$ cat config.mk
export PLATFORM = sky130hd
export DESIGN_NAME = lms_dfe_engine
export DESIGN_NICKNAME = d
export VERILOG_FILES = /design/src/rtl/lms_dfe_pkg.sv /design/src/rtl/dfe_history.sv /design/src/rtl/dfe_slicer.sv /design/src/rtl/dfe_tap_bank.sv /design/src/rtl/lms_dfe_engine.sv
export SDC_FILE = /design/constraint.sdc
export NUM_CORES = 1
export LEC_CHECK = 0
export BUFFER_PORTS_ARGS = -buffer_cell sky130_fd_sc_hd__buf_2
export CAP_MARGIN = 5
export CORE_MARGIN = 2
export CORE_UTILIZATION = 25
export DETAILED_ROUTE_END_ITERATION = 8
export GPL_TIMING_DRIVEN = 0
export HOLD_SLACK_MARGIN = 0.08
export PLACE_DENSITY = 0.36
export SYNTH_ARGS = -nofsm -noshare
export SYNTH_HDL_FRONTEND = slang
export SYNTH_SLANG_ARGS = --single-unit
$ cat constraint.sdc
create_clock -name clk -period 23.8 [get_ports clk]
set_input_delay 3.57 -clock clk [delete_from_list [all_inputs] [get_ports clk]]
set_output_delay 3.57 -clock clk [all_outputs]
set_load 0.02 [all_outputs]
$ cat src/rtl/lms_dfe_pkg.sv
package lms_dfe_pkg;

  // Source of the reference symbol that the error is measured against
  typedef enum logic {
    ERR_FROM_DECISION  = 1'b0,
    ERR_FROM_REFERENCE = 1'b1
  } err_src_e;

  // Step mantissa is (1 << STEP_MANT_SHIFT) + 1 = 5, applied as shift-add
  localparam int STEP_MANT_SHIFT = 2;

endpackage

$ cat src/rtl/dfe_history.sv
module dfe_history #(
  parameter int N = 4
) (
  input  logic         clk,
  input  logic         rst,
  input  logic         clr,
  input  logic         shift_en,
  input  logic         din,
  output logic [N-1:0] hist
);

  logic [N-1:0] hist_q;
  logic [N-1:0] hist_nxt;

  for (genvar k = 0; k < N; k++) begin : g_stage
    if (k == 0) begin : g_head
      assign hist_nxt[k] = din;
    end else begin : g_tail
      assign hist_nxt[k] = hist_q[k-1];
    end
  end

  always_ff @(posedge clk) begin
    if (rst || clr) begin
      hist_q <= '1;
    end else if (shift_en) begin
      hist_q <= hist_nxt;
    end
  end

  assign hist = hist_q;

endmodule

$ cat src/rtl/dfe_slicer.sv
module dfe_slicer
  import lms_dfe_pkg::*;
#(
  parameter int W     = 16,
  parameter int FRAC  = 13,
  parameter int N     = 4,
  parameter int ACC_W = W + $clog2(N) + 1,
  parameter int ERR_W = ACC_W + 1
) (
  input  logic signed [W-1:0]     sample,
  input  logic        [N*W-1:0]   taps_flat,
  input  logic        [N-1:0]     hist,
  input  err_src_e                src,
  input  logic                    train_bit,
  output logic                    dec,
  output logic signed [ERR_W-1:0] err
);

  localparam logic signed [ERR_W-1:0] ONE_Q = ERR_W'(2**FRAC);

  logic signed [ACC_W-1:0] term [N];
  logic signed [ACC_W-1:0] fb;
  logic signed [ACC_W-1:0] y;
  logic                    ref_sym;

  // Each tap contributes +c or -c depending on its stored decision
  for (genvar k = 0; k < N; k++) begin : g_term
    logic signed [ACC_W-1:0] tap_ext;
    assign tap_ext = ACC_W'($signed(taps_flat[k*W +: W]));
    assign term[k] = hist[k] ? tap_ext : -tap_ext;
  end

  always_comb begin
    fb = '0;
    for (int k = 0; k < N; k++) begin
      fb = fb + term[k];
    end
  end

  assign y       = ACC_W'(sample) - fb;
  assign dec     = ~y[ACC_W-1];
  assign ref_sym = (src == ERR_FROM_REFERENCE) ? train_bit : dec;
  assign err     = ERR_W'(y) - (ref_sym ? ONE_Q : -ONE_Q);

endmodule

$ cat src/rtl/dfe_tap_bank.sv
module dfe_tap_bank
  import lms_dfe_pkg::*;
#(
  parameter int W        = 16,
  parameter int N        = 4,
  parameter int ERR_W    = 20,
  parameter int MU_W     = 3,
  parameter int MU_SHIFT = 11
) (
  input  logic                    clk,
  input  logic                    rst,
  input  logic                    clr,
  input  logic                    upd_en,
  input  logic signed [ERR_W-1:0] err,
  input  logic        [MU_W-1:0]  step_code,
  input  logic        [N-1:0]     hist,
  output logic        [N*W-1:0]   taps_flat
);

  localparam int PROD_W = ERR_W + STEP_MANT_SHIFT + 1 + MU_W;
  localparam int SUM_W  = PROD_W + 1;
  localparam logic signed [SUM_W-1:0] TAP_MAX = SUM_W'({1'b0, {(W-1){1'b1}}});
  localparam logic signed [SUM_W-1:0] TAP_MIN = ~TAP_MAX;

  logic signed [PROD_W-1:0] e_ext;
  logic signed [PROD_W-1:0] e_mant;
  logic signed [PROD_W-1:0] prod;
  logic signed [PROD_W-1:0] step;
  logic signed [W-1:0]      tap_q   [N];
  logic signed [W-1:0]      tap_nxt [N];

  // step = floor(err * 5 * code / 2^MU_SHIFT), built from shifts and adds
  assign e_ext  = PROD_W'(err);
  assign e_mant = (e_ext <<< STEP_MANT_SHIFT) + e_ext;

  always_comb begin
    prod = '0;
    for (int b = 0; b < MU_W; b++) begin
      if (step_code[b]) begin
        prod = prod + (e_mant <<< b);
      end
    end
  end

  assign step = prod >>> MU_SHIFT;

  for (genvar k = 0; k < N; k++) begin : g_tap
    logic signed [SUM_W-1:0] cand;
    assign cand = SUM_W'(tap_q[k]) + (hist[k] ? SUM_W'(step) : -SUM_W'(step));

    always_comb begin
      if (cand > TAP_MAX) begin
        tap_nxt[k] = {1'b0, {(W-1){1'b1}}};
      end else if (cand < TAP_MIN) begin
        tap_nxt[k] = {1'b1, {(W-1){1'b0}}};
      end else begin
        tap_nxt[k] = cand[W-1:0];
      end
    end

    assign taps_flat[k*W +: W] = tap_q[k];
  end

  always_ff @(posedge clk) begin
    for (int k = 0; k < N; k++) begin
      if (rst || clr) begin
        tap_q[k] <= '0;
      end else if (upd_en) begin
        tap_q[k] <= tap_nxt[k];
      end
    end
  end

endmodule

$ cat src/rtl/lms_dfe_engine.sv
module lms_dfe_engine
  import lms_dfe_pkg::*;
#(
  parameter int W        = 16,
  parameter int FRAC     = 13,
  parameter int NTAPS    = 4,
  parameter int MU_W     = 3,
  parameter int MU_SHIFT = 11
) (
  input  logic                   clk,
  input  logic                   rst,
  input  logic                   clr,
  input  logic                   smp_vld,
  input  logic signed [W-1:0]    smp_data,
  input  logic                   train_mode,
  input  logic                   train_bit,
  input  logic [MU_W-1:0]        step_code,
  input  logic                   freeze,
  output logic                   dec_vld,
  output logic                   dec_bit,
  output logic [NTAPS*W-1:0]     taps_flat
);

  localparam int ACC_W = W + $clog2(NTAPS) + 1;
  localparam int ERR_W = ACC_W + 1;

  err_src_e                src;
  logic                    fire;
  logic                    dec;
  logic signed [ERR_W-1:0] err;
  logic [NTAPS-1:0]        hist;
  logic [NTAPS*W-1:0]      taps_cur;

  assign src  = err_src_e'(train_mode);
  assign fire = smp_vld & ~clr;

  dfe_history #(.N(NTAPS)) u_hist (
    .clk      (clk),
    .rst      (rst),
    .clr      (clr),
    .shift_en (fire),
    .din      (dec),
    .hist     (hist)
  );

  dfe_slicer #(
    .W(W), .FRAC(FRAC), .N(NTAPS), .ACC_W(ACC_W), .ERR_W(ERR_W)
  ) u_slice (
    .sample    (smp_data),
    .taps_flat (taps_cur),
    .hist      (hist),
    .src       (src),
    .train_bit (train_bit),
    .dec       (dec),
    .err       (err)
  );

  dfe_tap_bank #(
    .W(W), .N(NTAPS), .ERR_W(ERR_W), .MU_W(MU_W), .MU_SHIFT(MU_SHIFT)
  ) u_taps (
    .clk       (clk),
    .rst       (rst),
    .clr       (clr),
    .upd_en    (fire & ~freeze),
    .err       (err),
    .step_code (step_code),
    .hist      (hist),
    .taps_flat (taps_cur)
  );

  always_ff @(posedge clk) begin
    if (rst || clr) begin
      dec_vld <= 1'b0;
      dec_bit <= 1'b1;
    end else begin
      dec_vld <= fire;
      if (fire) begin
        dec_bit <= dec;
      end
    end
  end

  assign taps_flat = taps_cur;

endmodule

======== Word-level counts from Yosys, hierarchy flattened ========
Memories as Yosys holds them, arrays and structs flattened.
Cells that the tools add are included.
storage, ports and cells
  register bits ........................... 6
  latch bits .............................. 0
  memory bits (writable) .................. 64
  memory bits (read-only) ................. 0
  input port bits ......................... 26
  output and inout bits ................... 66
  word-level logic and storage cells ...... 69
  memories ................................ 1
memory list
  name          words  width  read ports  clocked after memory_dff  write ports  RTL line            RTL
  u_taps.tap_q  4      16     4           0                         4            dfe_tap_bank.sv:29  logic signed [W-1:0] tap_q [N];
operators by class
  $add $sub $neg .......................... 17
  $mul .................................... 0
  div/mod/pow operators ................... 0
  magnitude comparators ................... 8
  eq/ne operators ......................... 0
  shift-type cells ........................ 0
  multiplexer cells ....................... 30
  bitwise gates (word level) .............. 9
  reduce and logical (&&, ||, !) cells .... 1
operators with widths
  operator              count
  $mux 16               12
  $add 16x27->27        4
  $gt 27x16->1 const B  4
  $lt 27x16->1 const B  4
  $mux 27               4
  $mux 26               3
  $mux 19               4
  $neg 16->19           4
  $add 19x19->19        3
  $add 26x26->26        2
  $neg 15->27           1
  $add 22x20->23        1
  $mux 20               1
  $sub 19x20->20        1
  $sub 16x19->19        1
  $mux 1                6
  $or 1x1->1            4
  $not 1->1             3
  $and 1x1->1           2
  $logic_or 1x1->1      1

======== Logic depth before layout (Yosys ltp) ========
  depth after elaboration ................. 23
  mapped depth ............................ 73
  depth with buffers taken out ............ 69

======== Hierarchy ========
Synthesis repeated with hierarchy kept, for this count alone.
second synthesis, totals
  cells, all modules ...................... 2231
  area, all modules ....................... 17505.5 sq um
by module, submodules not included
  module          times used  cells an instance  area an instance (sq um)  seq. area each (sq um)
  dfe_tap_bank    1           1702               13351.6                   1921.8
  dfe_slicer      1           506                3935.0                    0.0
  dfe_history     1           14                 143.9                     80.1
  lms_dfe_engine  1           9                  75.1                      40.0

======== Least setup slack after synthesis ========
Ideal clock, no wire load.
  path type ............................... input to register
  start ................................... input smp_data[2]
  end ..................................... memory u_taps.tap_q[0][13] (data pin)
  setup time .............................. 0.142 ns
  arrival ................................. 16.258 ns
  data required time ...................... 23.658 ns
  path slack .............................. 7.400 ns
  stages on the path ...................... 60
  path buffers ............................ 1
  cell sequence ........................... inv_1 fa_1 fa_1 inv_1 ha_1 nor2_1 fa_1 nor2b_1 o31a_1 a21bo_2 a31o_1 a211oi_2 xnor3_2 o21a_2 fa_1 nor3b_1 a21oi_1 xnor2_1 [24 not listed] nor2_1 xor2_1 ha_1 a21o_1 a21o_1 a21o_1 a21oi_1 o21a_1 o211ai_1 a2111o_1 a2111oi_0 nor3_1 nor3_1 nor2_1 a2111oi_2 nand3b_4 buf_12 o21ai_2
RTL lines
  item                RTL line              RTL
  start: declaration  lms_dfe_engine.sv:14  input logic signed [W-1:0] smp_data,
  end: declaration    dfe_tap_bank.sv:29

==> run metrics <==
status=complete, no violations; clk slew on worst S/H paths=70 ps; Detail Route Antenna Nets=0; post-synthesis async set-or-reset flop share=0%; DRC violations left=0; largest net degree at the start of global routing=34; NumNets Final=2639; worst hold path type=register to register; CTS buffer count=9; die footprint=72600 um^2; slowest library cell on the worst path=o311ai_1; worst reg2reg path startpoint=u_taps.tap_q[0][16]$_SDFFCE_PN0P_; Core Region=69900 um^2; wire length on met2=33400 um; Slew @ Worst Pin=1340 ps; Setup TNS Final=0 ps; Place WS=3880 ps; register area share after synthesis=11.5%; Slew Limit Headroom=10.1%; Worst Path Max Fanout=10; Worst setup EP type=register; RSZ-0062 raised after global routing=false; Clk Latency, worst-skew pair=380 ps; most used cell, CP=ha_1; fin crit period=19380 ps; Synth Flop Type=edfxtp_1; top sig layer=met4; CTS root buf=clkbuf_16; Fmax=51.6 MHz; cts hold-fix bufs=0; first-pass GRT wire length=104000 um; via count of the first global-routing pass=16528; metal1 wirelength=33400 um; Syn Area/Cell=7.83 um^2; PortBufs=88; number of instances in the placed design=3278; Post-Syn Area=17600 um^2; CP peak stage delay=960 ps; Starting Density=25.2%; synthesis-stage register bit count=69; clk buf depth=2; share of cells above drive strength 1=8.45%; H-tree levels=3; Worst Setup Start Kind=input pin; Final period util=81.4%; clk_skew=10.2 ps; post-route cell area=19600 um^2; RePlAce Congestion=0.828; # IOs=92; Max-cap violations=0; DRT Pass-1 Iters=5; total gr overflow=0; GRT Util Overall=18.7%; Crit Path Class=input pin to register; metal3 WL=1840 um; PostCTS Resize Cnt=0; post-route insts no fill=3294; EDFF count, synth=64; CP Launch Point=smp_data[2]; max-slew violations=0; # rows=97; Final Hold Viols=0; Final HPWL DP=58100 um; number of setup violations in the final report=0; initial antenna violation count=1; # diodes=0; Die W=269 um; Syn Nets=2539; final worst setup slack=4420 ps; # Post-CTS Setup Buffers=0; Critical Path RT=24030 ps; Yosys Warn Count=0; via count=17002; count of cell types in the netlist=113; crit path DAT=19610 ps; Routed WL=69600 um; Area growth syn-to-layout=11.0%; Clock Sinks=69; vias per cell=5.16; DP Area=19300 um^2; routed len/inst=21.1 um; DIE HEIGHT=269 um; synthesized instance count=2249; CTS tree=yes; Hold Crit Start=u_hist.hist[1]$_SDFFE_PP1P_; initial detailed-routing violation count=1019
==> cells in the mapped netlist, types with 14 or more instances <==
master | instances | area share, %
a211oi_1 | 24 | 1.0
a21o_1 | 64 | 2.7
a21oi_1 | 174 | 4.9
a31oi_1 | 24 | 0.85
and2_1 | 33 | 1.2
and3_1 | 15 | 0.53
clkbuf_1 | 41 | 0.87
edfxtp_1 | 64 | 11
fa_1 | 61 | 6.9
ha_1 | 203 | 14
inv_1 | 155 | 3.3
mux2_2 | 20 | 1.3
mux2i_1 | 16 | 0.91
nand2_1 | 105 | 2.2
nand2b_1 | 40 | 1.4
nand3_1 | 53 | 1.5
nor2_1 | 240 | 5.1
nor2b_1 | 24 | 0.85
nor3_1 | 46 | 1.3
nor4_1 | 24 | 0.85
o211ai_1 | 24 | 1.0
o21a_1 | 40 | 1.7
o21ai_0 | 148 | 4.2
o21ai_1 | 44 | 1.3
o21bai_1 | 27 | 1.2
o31ai_1 | 14 | 0.60
xnor2_1 | 167 | 8.3
xor2_1 | 90 | 4.5
==> sequential cells by signal, summed over array words and instances, names as in the netlist <==
register      count
dec_vld           1
u_hist.hist       4
u_taps.tap_q     64
==> stage by stage <==
| stage | utilization, % | hold slack, ps |
|---|---|---|
| detailed placement | 27.5 | 903 |
| CTS | 28.0 | 912 |
| global placement | 27.5 | 908 |
| finish | 28.0 | 900 |
| floorplan | - | 598 |
| global route | 28.0 | 950 |
==> worst max-delay path: cells and delay by family <==
kind,cells,cell delay (ps)
AO/OA/AOI/OAI,23,7210
XOR/XNOR,3,970
adder cells (fa/ha/maj),9,3440
buffers and inverters,6,890
AND/OR/NAND/NOR,11,3500
==> kinds of logic after synthesis <==
family	after synthesis	share of synthesized area, %
AO/OA/AOI/OAI	715	26.7
AND/OR/NAND/NOR	680	19.7
adder cells (fa/ha/maj)	265	21.4
XOR/XNOR	259	13.0
buffers and inverters	220	5.01
flip-flops	69	11.5
multiplexers	41	2.67
==> worst paths after layout <==
path                                 endpoint  slack, ps  cells past startpoint
max reg2reg  u_taps.tap_q[0][5]$_SDFFCE_PN0P_       5490                     58
max          u_taps.tap_q[0][5]$_SDFFCE_PN0P_       4420                     52
min reg2reg       u_hist.hist[1]$_SDFFE_PP1P_        900                      2
min               u_hist.hist[1]$_SDFFE_PP1P_        900                      2
==> layer usage <==
layer / track usage, % / up-vias
li1: - / 8416
met1: 25.7 / 8202
met2: 32.3 / 335
met3: 1.25 / 49
met4: 3.70 / 0
met5: 0 / -
==> area by class of cell <==
cell class	count	area [um^2]
buffer	64	297
clock buffer	9	225
clock inverter	7	75.1
fill	7738	50400
inverter	156	586
multi-input combinational	1960	14700
sequential	69	2020
tap	940	1180
timing repair buffer	89	460
==> layout by cell type (no fill, tap or decap), drive strengths merged, types with 64 or more instances in the layout <==
cell	instances
a21o	64
a21oi	175
buf	112
edfxtp	64
ha	203
inv	157
nand2	106
nor2	241
o21ai	200
xnor2	167
xor2	90
Power is not shown: default switching activity piles up to over one toggle a cycle in this logic, so the estimate is an artifact.
